## src/rtl/dram_bank_pipe.sv

```systemverilog
`timescale 1ns/1ps
module dram_bank_pipe #(
  parameter int DEV_W    = 1,
  parameter int BANK_W   = 2,
  parameter int ROW_W    = 4,
  parameter int COL_W    = 4,
  parameter int BUSY_CYC = 4
) (
  input  logic                                 clk,
  input  logic                                 rst_n,
  input  logic                                 req_valid,
  output logic                                 req_ready,
  input  logic [DEV_W+ROW_W+BANK_W+COL_W-1:0]  req_addr,
  output logic                                 iss_valid,
  output logic [1:0]                           iss_cmd,
  output logic [DEV_W-1:0]                     iss_dev,
  output logic [BANK_W-1:0]                    iss_bank,
  output logic [ROW_W-1:0]                     iss_row,
  output logic [COL_W-1:0]                     iss_col
);
  localparam int ID_W  = DEV_W + BANK_W;
  localparam int NB    = 1 << ID_W;
  localparam int CNT_W = $clog2(BUSY_CYC + 1);
  localparam logic [1:0] CMD_HIT = 2'd0, CMD_EMPTY = 2'd1, CMD_MISS = 2'd2;

  logic              s1_v, s2_v;
  logic [DEV_W-1:0]  s1_dev, s2_dev;
  logic [BANK_W-1:0] s1_bank, s2_bank;
  logic [ROW_W-1:0]  s1_row, s2_row;
  logic [COL_W-1:0]  s1_col, s2_col;
  logic [1:0]        s2_cmd, look_cmd;

  logic [NB-1:0]     open_q;
  logic [ROW_W-1:0]  row_q  [NB];
  logic [CNT_W-1:0]  busy_q [NB];

  wire [ID_W-1:0] s1_id = {s1_dev, s1_bank};
  wire [ID_W-1:0] s2_id = {s2_dev, s2_bank};
  wire fwd      = s2_v && (s2_id == s1_id);
  wire conflict = s2_v && (busy_q[s2_id] != '0) && (s2_cmd != CMD_HIT);
  wire s2_adv   = !s2_v || iss_valid;

  assign iss_valid = s2_v && !conflict;
  assign req_ready = !s1_v || s2_adv;
  assign iss_cmd   = s2_cmd;
  assign iss_dev   = s2_dev;
  assign iss_bank  = s2_bank;
  assign iss_row   = s2_row;
  assign iss_col   = s2_col;

  always_comb begin
    if (fwd)                  look_cmd = (s2_row == s1_row) ? CMD_HIT : CMD_MISS;
    else if (!open_q[s1_id])  look_cmd = CMD_EMPTY;
    else                      look_cmd = (row_q[s1_id] == s1_row) ? CMD_HIT : CMD_MISS;
  end

  always_ff @(posedge clk or negedge rst_n) begin
    if (!rst_n) begin
      s1_v <= 1'b0;
      {s1_dev, s1_row, s1_bank, s1_col} <= '0;
    end else if (req_ready) begin
      s1_v <= req_valid;
      {s1_dev, s1_row, s1_bank, s1_col} <= req_addr;
    end
  end

  always_ff @(posedge clk or negedge rst_n) begin
    if (!rst_n) begin
      s2_v <= 1'b0;
      s2_cmd <= CMD_HIT;
      {s2_dev, s2_row, s2_bank, s2_col} <= '0;
    end else if (s2_adv) begin
      s2_v <= s1_v;
      s2_cmd <= look_cmd;
      {s2_dev, s2_row, s2_bank, s2_col} <= {s1_dev, s1_row, s1_bank, s1_col};
    end
  end

  for (genvar i = 0; i < NB; i++) begin : g_bank
    wire hit_me = iss_valid && (s2_id == ID_W'(i));
    always_ff @(posedge clk or negedge rst_n) begin
      if (!rst_n) begin
        open_q[i] <= 1'b0;
        row_q[i]  <= '0;
        busy_q[i] <= '0;
      end else if (hit_me) begin
        open_q[i] <= 1'b1;
        row_q[i]  <= s2_row;
        busy_q[i] <= CNT_W'(BUSY_CYC);
      end else if (busy_q[i] != '0) begin
        busy_q[i] <= busy_q[i] - 1'b1;
      end
    end
  end
endmodule

```

## config.mk

```make
export PLATFORM = sky130hd
export DESIGN_NAME = dram_bank_pipe
export DESIGN_NICKNAME = d
export VERILOG_FILES = /design/src/rtl/dram_bank_pipe.sv
export SDC_FILE = /design/constraint.sdc
export NUM_CORES = 1
export LEC_CHECK = 0
export ABC_AREA = 1
export BUFFER_PORTS_ARGS = -buffer_cell sky130_fd_sc_hd__buf_4
export CAP_MARGIN = 20
export CORE_MARGIN = 2
export CORE_UTILIZATION = 40
export DETAILED_ROUTE_END_ITERATION = 6
export GPL_TIMING_DRIVEN = 0
export SETUP_SLACK_MARGIN = 0.2
export SLEW_MARGIN = 20
export SYNTH_ARGS = -nofsm -noshare
export SYNTH_HDL_FRONTEND = slang
export SYNTH_SLANG_ARGS = --single-unit
```

## constraint.sdc

```tcl
create_clock -name clk -period 2.8 [get_ports clk]
set_clock_uncertainty 0.2 [all_clocks]
set_input_delay 0.42 -clock clk [delete_from_list [all_inputs] [get_ports clk]]
set_output_delay 0.42 -clock clk [all_outputs]
set_load 0.1 [all_outputs]
```

==> out/qor.txt, run 1 <==
Setup Viol. Count Final: 0
Antenna violations before repair: 0
Inserted Clock Buffers: 9
Vias per inst: 4.99
Critical path's largest stage delay: 0.49 ns
CTS tree: built
Ratio of cells with drive above 1 in the final layout: 16.5%
H-Tree Depth: 3
Fmax: 0.388 GHz
Slew Viols, Final: 0
Inst Count DP: 767
Asr flop ratio synth: 100%
Setup crit start kind: register
Die area: 12700 sq um
Max_cap viols: 0
Seq/Total Area, Yosys: 47.7%
Top post-synthesis cells by area: dfrtp_1, nand2_1, nand3_1
Clk buf depth: 2
Mapped cell area: 4720 sq um
Non-filler instance count after layout: 796
Clock sinks: 90
Hold Crit Start: req_valid
Ant. Diodes: 0
WP data arrival: 1.95 ns
CP Data Required Time: 2.18 ns
RSZ-0062 raised after global routing: yes
Grt total ovfl: 0
Nets@finish: 678
Critical path's most frequent cell: nor2_4
Vias in the first global route: 3985
Synthesis warning total: 0
Worst-Margin Slew: 0.819 ns
Worst skew pair latency: 0.35 ns
Period minus WS final: 2.57 ns
Final HPWL DP: 8010 um
Fin crit share: 92.0%
Crit path max-delay cell type: dfrtp_2
Slew HR: 45.4%
Area leader, netlist: dfrtp_1
Final hold viol count: 0
Die W: 113 um
Syn_area_per_cell: 7.92 sq um
CTS root buffer: clkbuf_16
CP Class: register to primary output
Area growth, synth to finish: 18.8%
Ys flop type: dfrtp_1
Net Count, Synth: 626
Chip height: 113 um
Cell row count: 39
DRT iter0 DRCs: 317
#FFs+latches synth: 90
Critical path capture point type: primary output
Remaining DRCs: 0
DRT Pass-1 Iters: 5
Hold Crit Class: primary input to register
Crit path cell chain: inv_2, nor2_4, a21oi_4, nand4_4, nor2b_4, nor2_4, buf_6, buf_12
Num ports: 29
WL per Instance: 14.4 um
Clock slew at reported path FFs: 0.06 ns
Mapped Cells: 596
Core area: 11500 sq um
First-pass GRT wire length: 19100 um
Multi-input gate area: 2100 sq um
Status: completed
Post-synth EDFFs: 0
ANT nets after route: 0
Synth cell types: 30
Setup TNS: 0 ns
Vias: 3975
Worst-path maximum fanout: 5
WHS: 0.0635 ns
Reg2Reg Launch Point: iss_bank[1]$_DFFE_PN0P_
Routability congestion estimate: 0.870
Top cell type's share of synthesized area: 47.7%
PortBufs: 28
Reg area: 2260 sq um
Worst setup startpoint: iss_bank[1]$_DFFE_PN0P_
Fillers: 1073
Initial Utilization: 41.2%
Drt total wl: 11500 um
Overall Global Routing Usage: 19.1%
Largest net degree at the start of global routing: 91
[timing repair]
action,CTS,global route
hold buffers,1,0
buffers inserted,7,5
pin swaps,4,4
endpoints found under the hold margin,40,0
setup endpoints to repair,2,2
gates resized for setup,15,13
[cell usage in the layout (no fill, tap or decap), types with 5 or more instances in the layout]
cell       count
ha_1          16
inv_2          7
nand2_1      200
dfrtp_1       87
nand3_1       80
buf_4         40
nor2_1        20
buf_2          7
a21oi_1       13
clkbuf_16      9
o21ai_2        5
nand3b_1       7
inv_1         79
o211ai_1       6
clkbuf_1       6
o21ai_0       21
[stage by stage]
| stage | worst slack (ns) | util, % | area, sq um |
|---|---|---|---|
| 2_1_floorplan | 0.413 | - | 4730 |
| 6_report | 0.225 | 48.9 | 5610 |
| 5_1_grt | 0.172 | 48.9 | 5610 |
| 4_1_cts | 0.196 | 48.1 | 5520 |
| 3_5_place_dp | 0.251 | 44.6 | 5120 |
| 3_3_place_gp | 0.226 | 44.6 | 5120 |
[cell type report]
type | count | share of cell area (%)
timing repair buffer | 41 | 6.04
tap | 143 | 3.19
buffer | 20 | 2.39
clock buffer | 10 | 4.26
multi-input combinational | 400 | 37.4
sequential | 90 | 40.2
inverter | 86 | 5.75
clock inverter | 6 | 0.736
[cells by family after synthesis]
| group | after synthesis | synth area share [%] |
|---|---|---|
| and+or+nand+nor | 327 | 31.1 |
| adders and majority gates | 16 | 4.24 |
| buffers and inverters | 106 | 9.40 |
| xor gates and xnor gates | 7 | 1.30 |
| DFF | 90 | 47.7 |
| AOI/OAI and AO/OA | 50 | 6.30 |
[critical path: cells and delay by family (launching register included)]
family,cells,cell delay [ns]
simple gates,4,0.52
buf+inv,3,0.41
flops,1,0.49
compound gates,1,0.19
[metal layers]
metal / up-vias / global-route usage [%] / part of all wire, %
met4: 0 / 7.07 / 1.7
met5: - / 0 / 0
met3: 19 / 4.21 / 4.1
met2: 92 / 31.2 / 48
li1: 1976 / - / -
met1: 1888 / 25.0 / 47
[worst paths after layout]
check / cells past startpoint / slack [ns] / endpoint
min reg2reg: 2 / 0.26 / open_q[0]$_DFFE_PN0P_
min: 2 / 0.06 / s1_v$_DFFE_PN0P_
max reg2reg: 10 / 0.72 / row_q[16]$_DFFE_PN0P_
max: 8 / 0.23 / iss_valid
min in group asynchronous: 2 / 0.50 / busy_q[4]$_DFFE_PN0P_
max in group asynchronous: 2 / 1.28 / iss_dev$_DFFE_PN0P_
[cell usage after synthesis (all sizes together) (3+ instances only)]
cell type	instances
a21oi	14
buf	14
clkbuf	6
dfrtp	90
ha	16
inv	86
nand2	203
nand3	87
nand3b	7
nor2	24
o211ai	6
o21ai	26
o31ai	3
xnor2	4
xor2	3
[flip-flops by register name, summed over array words and instances, names as in the netlist]
register,count
open_q,8
s2_v,1
s1_row,4
busy_q,24
s1_bank,2
iss_row,4
s1_v,1
s1_col,4
iss_cmd,2
iss_col,4
iss_bank,2
iss_dev,1
s1_dev,1
row_q,32
Power of run 1 is left out: the tool's default activity adds up to more than one toggle a clock period on the data nets, which glitch-free logic cannot reach.
==> run 2: changes to the inputs <==
CAP_MARGIN = 0   (was 20)
CTS_BUF_LIST = sky130_fd_sc_hd__clkbuf_16   (was default)
==> out/qor.txt, run 2 (synthesis gave the netlist of run 1 again) <==
FF-to-FF path depth: 10
DRT iter0 DRCs: 317
Vias in the first global route: 3985
H-Tree Depth: 3
CP Data Required Time: 2.18 ns
Overall Global Routing Usage: 19.1%
Inserted Clock Buffers: 9
Reg2Reg Launch Point: iss_bank[1]$_DFFE_PN0P_
Chip height: 113 um
Vias per inst: 4.99
Antenna violations before repair: 0
Max_cap viols: 0
CTS root buffer: clkbuf_16
Final HPWL DP: 8010 um
Clk buf depth: 2
Period minus WS final: 2.57 ns
Worst reg2reg endpoint: row_q[16]$_DFFE_PN0P_
Area growth, synth to finish: 18.6%
Most frequent cells in the layout: nand2_1, dfrtp_1, nand3_1, inv_1, buf_4
Clock sinks: 90
WL per Instance: 14.4 um
CP Class: register to primary output
Fmax: 0.388 GHz
Clock slew at reported path FFs: 0.06 ns
Setup Viol. Count Final: 0
Core area: 11500 sq um
Ant. Diodes: 0
Final hold viol count: 0
ANT nets after route: 0
Most common cell after layout, fill and taps aside: nand2_1
Die W: 113 um
Grt total ovfl: 0
Routability congestion estimate: 0.870
Worst setup startpoint: iss_bank[1]$_DFFE_PN0P_
Largest net degree at the start of global routing: 91
Status: completed
Top flop regs: row_q (32), busy_q (24), open_q (8)
Cell row count: 39
Setup crit start kind: register
Ratio of cells with drive above 1 in the final layout: 16.4%
Slew HR: 45.4%
DRT Pass-1 Iters: 5
First-pass GRT wire length: 19100 um
Nets@finish: 678
Setup TNS: 0 ns
Fin crit share: 91.9%
Die area: 12700 sq um
Worst-path maximum fanout: 5
PortBufs: 28
Slew Viols, Final: 0
Critical path capture point type: primary output
Drt total wl: 11500 um
CTS tree: built
Hold Crit Class: primary input to register
Num ports: 29
Largest Register: row_q
Worst skew pair latency: 0.35 ns
Vias: 3973
Initial Utilization: 41.2%
Worst setup path end: iss_valid
Reg-to-reg slack, setup: 0.72 ns
Worst-Margin Slew: 0.819 ns
Flip-flop count of the largest register after layout: 32
WP data arrival: 1.95 ns
Remaining DRCs: 0
RSZ-0062 raised after global routing: yes
## run 2: cell types whose count changed in the layout (fill, tap and decap cells not counted)
| cell | previous run | this run |
|---|---|---|
| clkbuf_8 | 1 | 0 |
| clkinv_1 | 0 | 1 |
## run 2: final cells by class
class                           instances  area (sq um)
Tap cell                              143           179
Buffer                                 20           134
Timing Repair Buffer                   41           339
Sequential cell                        90          2260
Clock inverter                          7          45.0
Clock buffer                            9           225
Inverter                               86           323
Fill cell                            1077          5870
Multi-Input combinational cell        400          2100
## run 2: worst min-delay path by stage
stage | endpoint | start | depth (start not counted)
after floorplan | busy_q[0]$_DFFE_PN0P_ | rst_n | 0
after global placement | open_q[1]$_DFFE_PN0P_ | open_q[1]$_DFFE_PN0P_ | 2
after detailed placement | open_q[1]$_DFFE_PN0P_ | open_q[1]$_DFFE_PN0P_ | 2
after CTS | s1_v$_DFFE_PN0P_ | req_valid | 2
after global routing | s1_v$_DFFE_PN0P_ | req_valid | 2
final | s1_v$_DFFE_PN0P_ | req_valid | 2
## run 2: what timing repair did
item | in CTS | in global routing
gates resized for setup | 15 | 13
pin swaps | 4 | 4
hold endpoints to repair | 40 | 0
buffers inserted | 7 | 5
hold buffers | 1 | 0
endpoints found under the setup margin | 2 | 2
## run 2: through the flow
stage          setup WS [ns]  hold WS [ns]  area, sq um  util, %  std cells
4_1_cts                0.196        0.0577         5510     48.0        791
5_1_grt                0.172        0.0692         5600     48.8        796
3_3_place_gp           0.226         0.241         5120     44.6        767
2_1_floorplan          0.413       -0.0756         4730        -        596
6_report               0.226        0.0638         5600     48.8        796
3_5_place_dp           0.251         0.246         5120     44.6        767
## run 2: worst max-delay path: stages (launching register included)
cell	delay, ns
dfrtp_2	0.49
inv_2	0.11
nor2_4	0.06
a21oi_4	0.19
nand4_4	0.14
nor2b_4	0.19
nor2_4	0.13
buf_6	0.13
buf_12	0.17
## run 2: routing by layer
metal	part of all wire [%]	track usage (%)	wire length, um	up-vias
met1	47	25.0	5330	1888
li1	-	-	-	1976
met3	4.0	4.21	462	19
met2	48	31.2	5470	90
met4	1.7	7.07	190	0
met5	0	0	0	-
Power of run 2 is left out for the same reason.
==> run 3: changes to the inputs <==
clock period = 2.1 ns   (was 2.8 ns; I/O delays follow)
==> out/qor.txt, run 3 (synthesis gave the netlist of run 1 again) <==
WHS: 0.251 ns
Drt total wl: 12900 um
Worst setup startpoint: s2_v$_DFFE_PN0P_
Period minus WS final: 2.54 ns
CTS root buffer: clkbuf_16
DRT Pass-1 Iters: 7
WL per Instance: 15.6 um
Vias per inst: 5.11
Area growth, synth to finish: 34.5%
Flip-flop count of the largest register after layout: 32
Reg2Reg Launch Point: s2_v$_DFFE_PN0P_
Worst-path maximum fanout: 9
Ant. Diodes: 0
Most common cell after layout, fill and taps aside: nand2_1
Clock sinks: 90
CTS tree: built
FF-to-FF path depth: 12
WP data arrival: 2.03 ns
Status: finished, violations left
Setup crit start kind: register
Fmax: 0.393 GHz
Critical path capture point type: primary output
Remaining DRCs: 0
PortBufs: 28
Routability congestion estimate: 0.891
Fin crit share: 121%
Hold Crit Class: register to register
Fillers: 1011
Overall Global Routing Usage: 21.1%
Worst reg2reg endpoint: row_q[13]$_DFFE_PN0P_
Num ports: 29
Worst skew pair latency: 0.35 ns
Most frequent cells in the layout: nand2_1, inv_1, dfrtp_1, nand3_1, buf_4
Worst setup path end: req_ready
Clock slew at reported path FFs: 0.07 ns
Hold Path Stages: 2
Clk buf depth: 2
Slew HR: 42.8%
CP Data Required Time: 1.58 ns
Grt total ovfl: 0
Chip height: 113 um
H-Tree Depth: 3
Antenna violations before repair: 0
Worst-Margin Slew: 0.858 ns
DRT iter0 DRCs: 302
Inserted Clock Buffers: 9
CP Class: register to primary output
Die area: 12700 sq um
Final HPWL DP: 8230 um
Top flop regs: row_q (32), busy_q (24), open_q (8)
Largest net degree at the start of global routing: 91
First-pass GRT wire length: 20900 um
Nets@finish: 709
Setup Viol. Count Final: 72
Die W: 113 um
Core area: 11500 sq um
Max_cap viols: 0
Initial Utilization: 41.2%
Final hold viol count: 0
Slew Viols, Final: 0
RSZ-0062 raised after global routing: yes
Reg-to-reg slack, setup: -0.33 ns
Largest Register: row_q
Vias in the first global route: 4193
Vias: 4225
Setup ws final: -0.442 ns
ANT nets after route: 0
Cell row count: 39
Failing checks: setup timing
Ratio of cells with drive above 1 in the final layout: 28.2%
Hold Crit Start: open_q[6]$_DFFE_PN0P_
==> run 3: cell count changes in the layout (fill, tap and decap cells not counted), sizes merged <==
cell	before	now
dlygate4sd3	1	13
bufbuf	0	3
buf	54	70
==> run 3: final cells by class <==
class,instances,area (sq um),share of cell area (%)
clock inverters,7,45.0,0.709
well taps,143,179,2.82
plain buffers,20,175,2.76
repair buffers,72,739,11.6
inverters,86,333,5.24
flip-flops and latches,90,2270,35.7
multi-input cells,400,2380,37.5
clock buffers,9,225,3.55
==> run 3: how the worst min path moves through the flow <==
stage | end | slack [ns]
final | open_q[6]$_DFFE_PN0P_ | 0.25
after global routing | open_q[6]$_DFFE_PN0P_ | 0.27
after CTS | open_q[6]$_DFFE_PN0P_ | 0.26
after detailed placement | open_q[6]$_DFFE_PN0P_ | 0.24
after global placement | open_q[5]$_DFFE_PN0P_ | 0.24
after floorplan | busy_q[0]$_DFFE_PN0P_ | -0.18
==> run 3: timing repair <==
action                                  4_1_cts  5_1_grt
hold buffers                                 13        0
pin swaps                                    14       23
resized for setup                            51       61
endpoints found under the setup margin       83       92
endpoints found under the hold margin       102        0
cloned                                        3        0
setup buffers                                18       10
==> run 3: worst max-delay path, stage by stage, from the launching register on <==
cell and delay, ns:
dfrtp_1 0.34, buf_4 0.28, inv_1 0.15, nor2_1 0.18, o21ai_2 0.10, nor2b_4 0.24, nand2_4 0.09, buf_12 0.14
buf_12 0.15
==> run 3: layer usage <==
layer | global-route usage [%] | vias up | wire length (um)
met1 | 27.5 | 2058 | 5670
met4 | 5.61 | 0 | 240
li1 | - | 2044 | -
met2 | 35.4 | 97 | 6470
met5 | 0 | - | 0
met3 | 4.75 | 26 | 542
==> run 3: metrics by stage <==
stage / worst slack, ns / util (%) / setup TNS, ns / instance area, sq um / cells
floorplan: -0.0243 / - / -0.0464 / 4810 / 596
global placement: -0.291 / 45.4 / -0.554 / 5200 / 767
detailed placement: -0.309 / 45.4 / -0.727 / 5200 / 767
CTS: -0.413 / 52.7 / -3.87 / 6040 / 817
global route: -0.486 / 55.4 / -15.51 / 6350 / 827
finish: -0.442 / 55.4 / -10.58 / 6350 / 827
Power of run 3 is left out for the same reason.
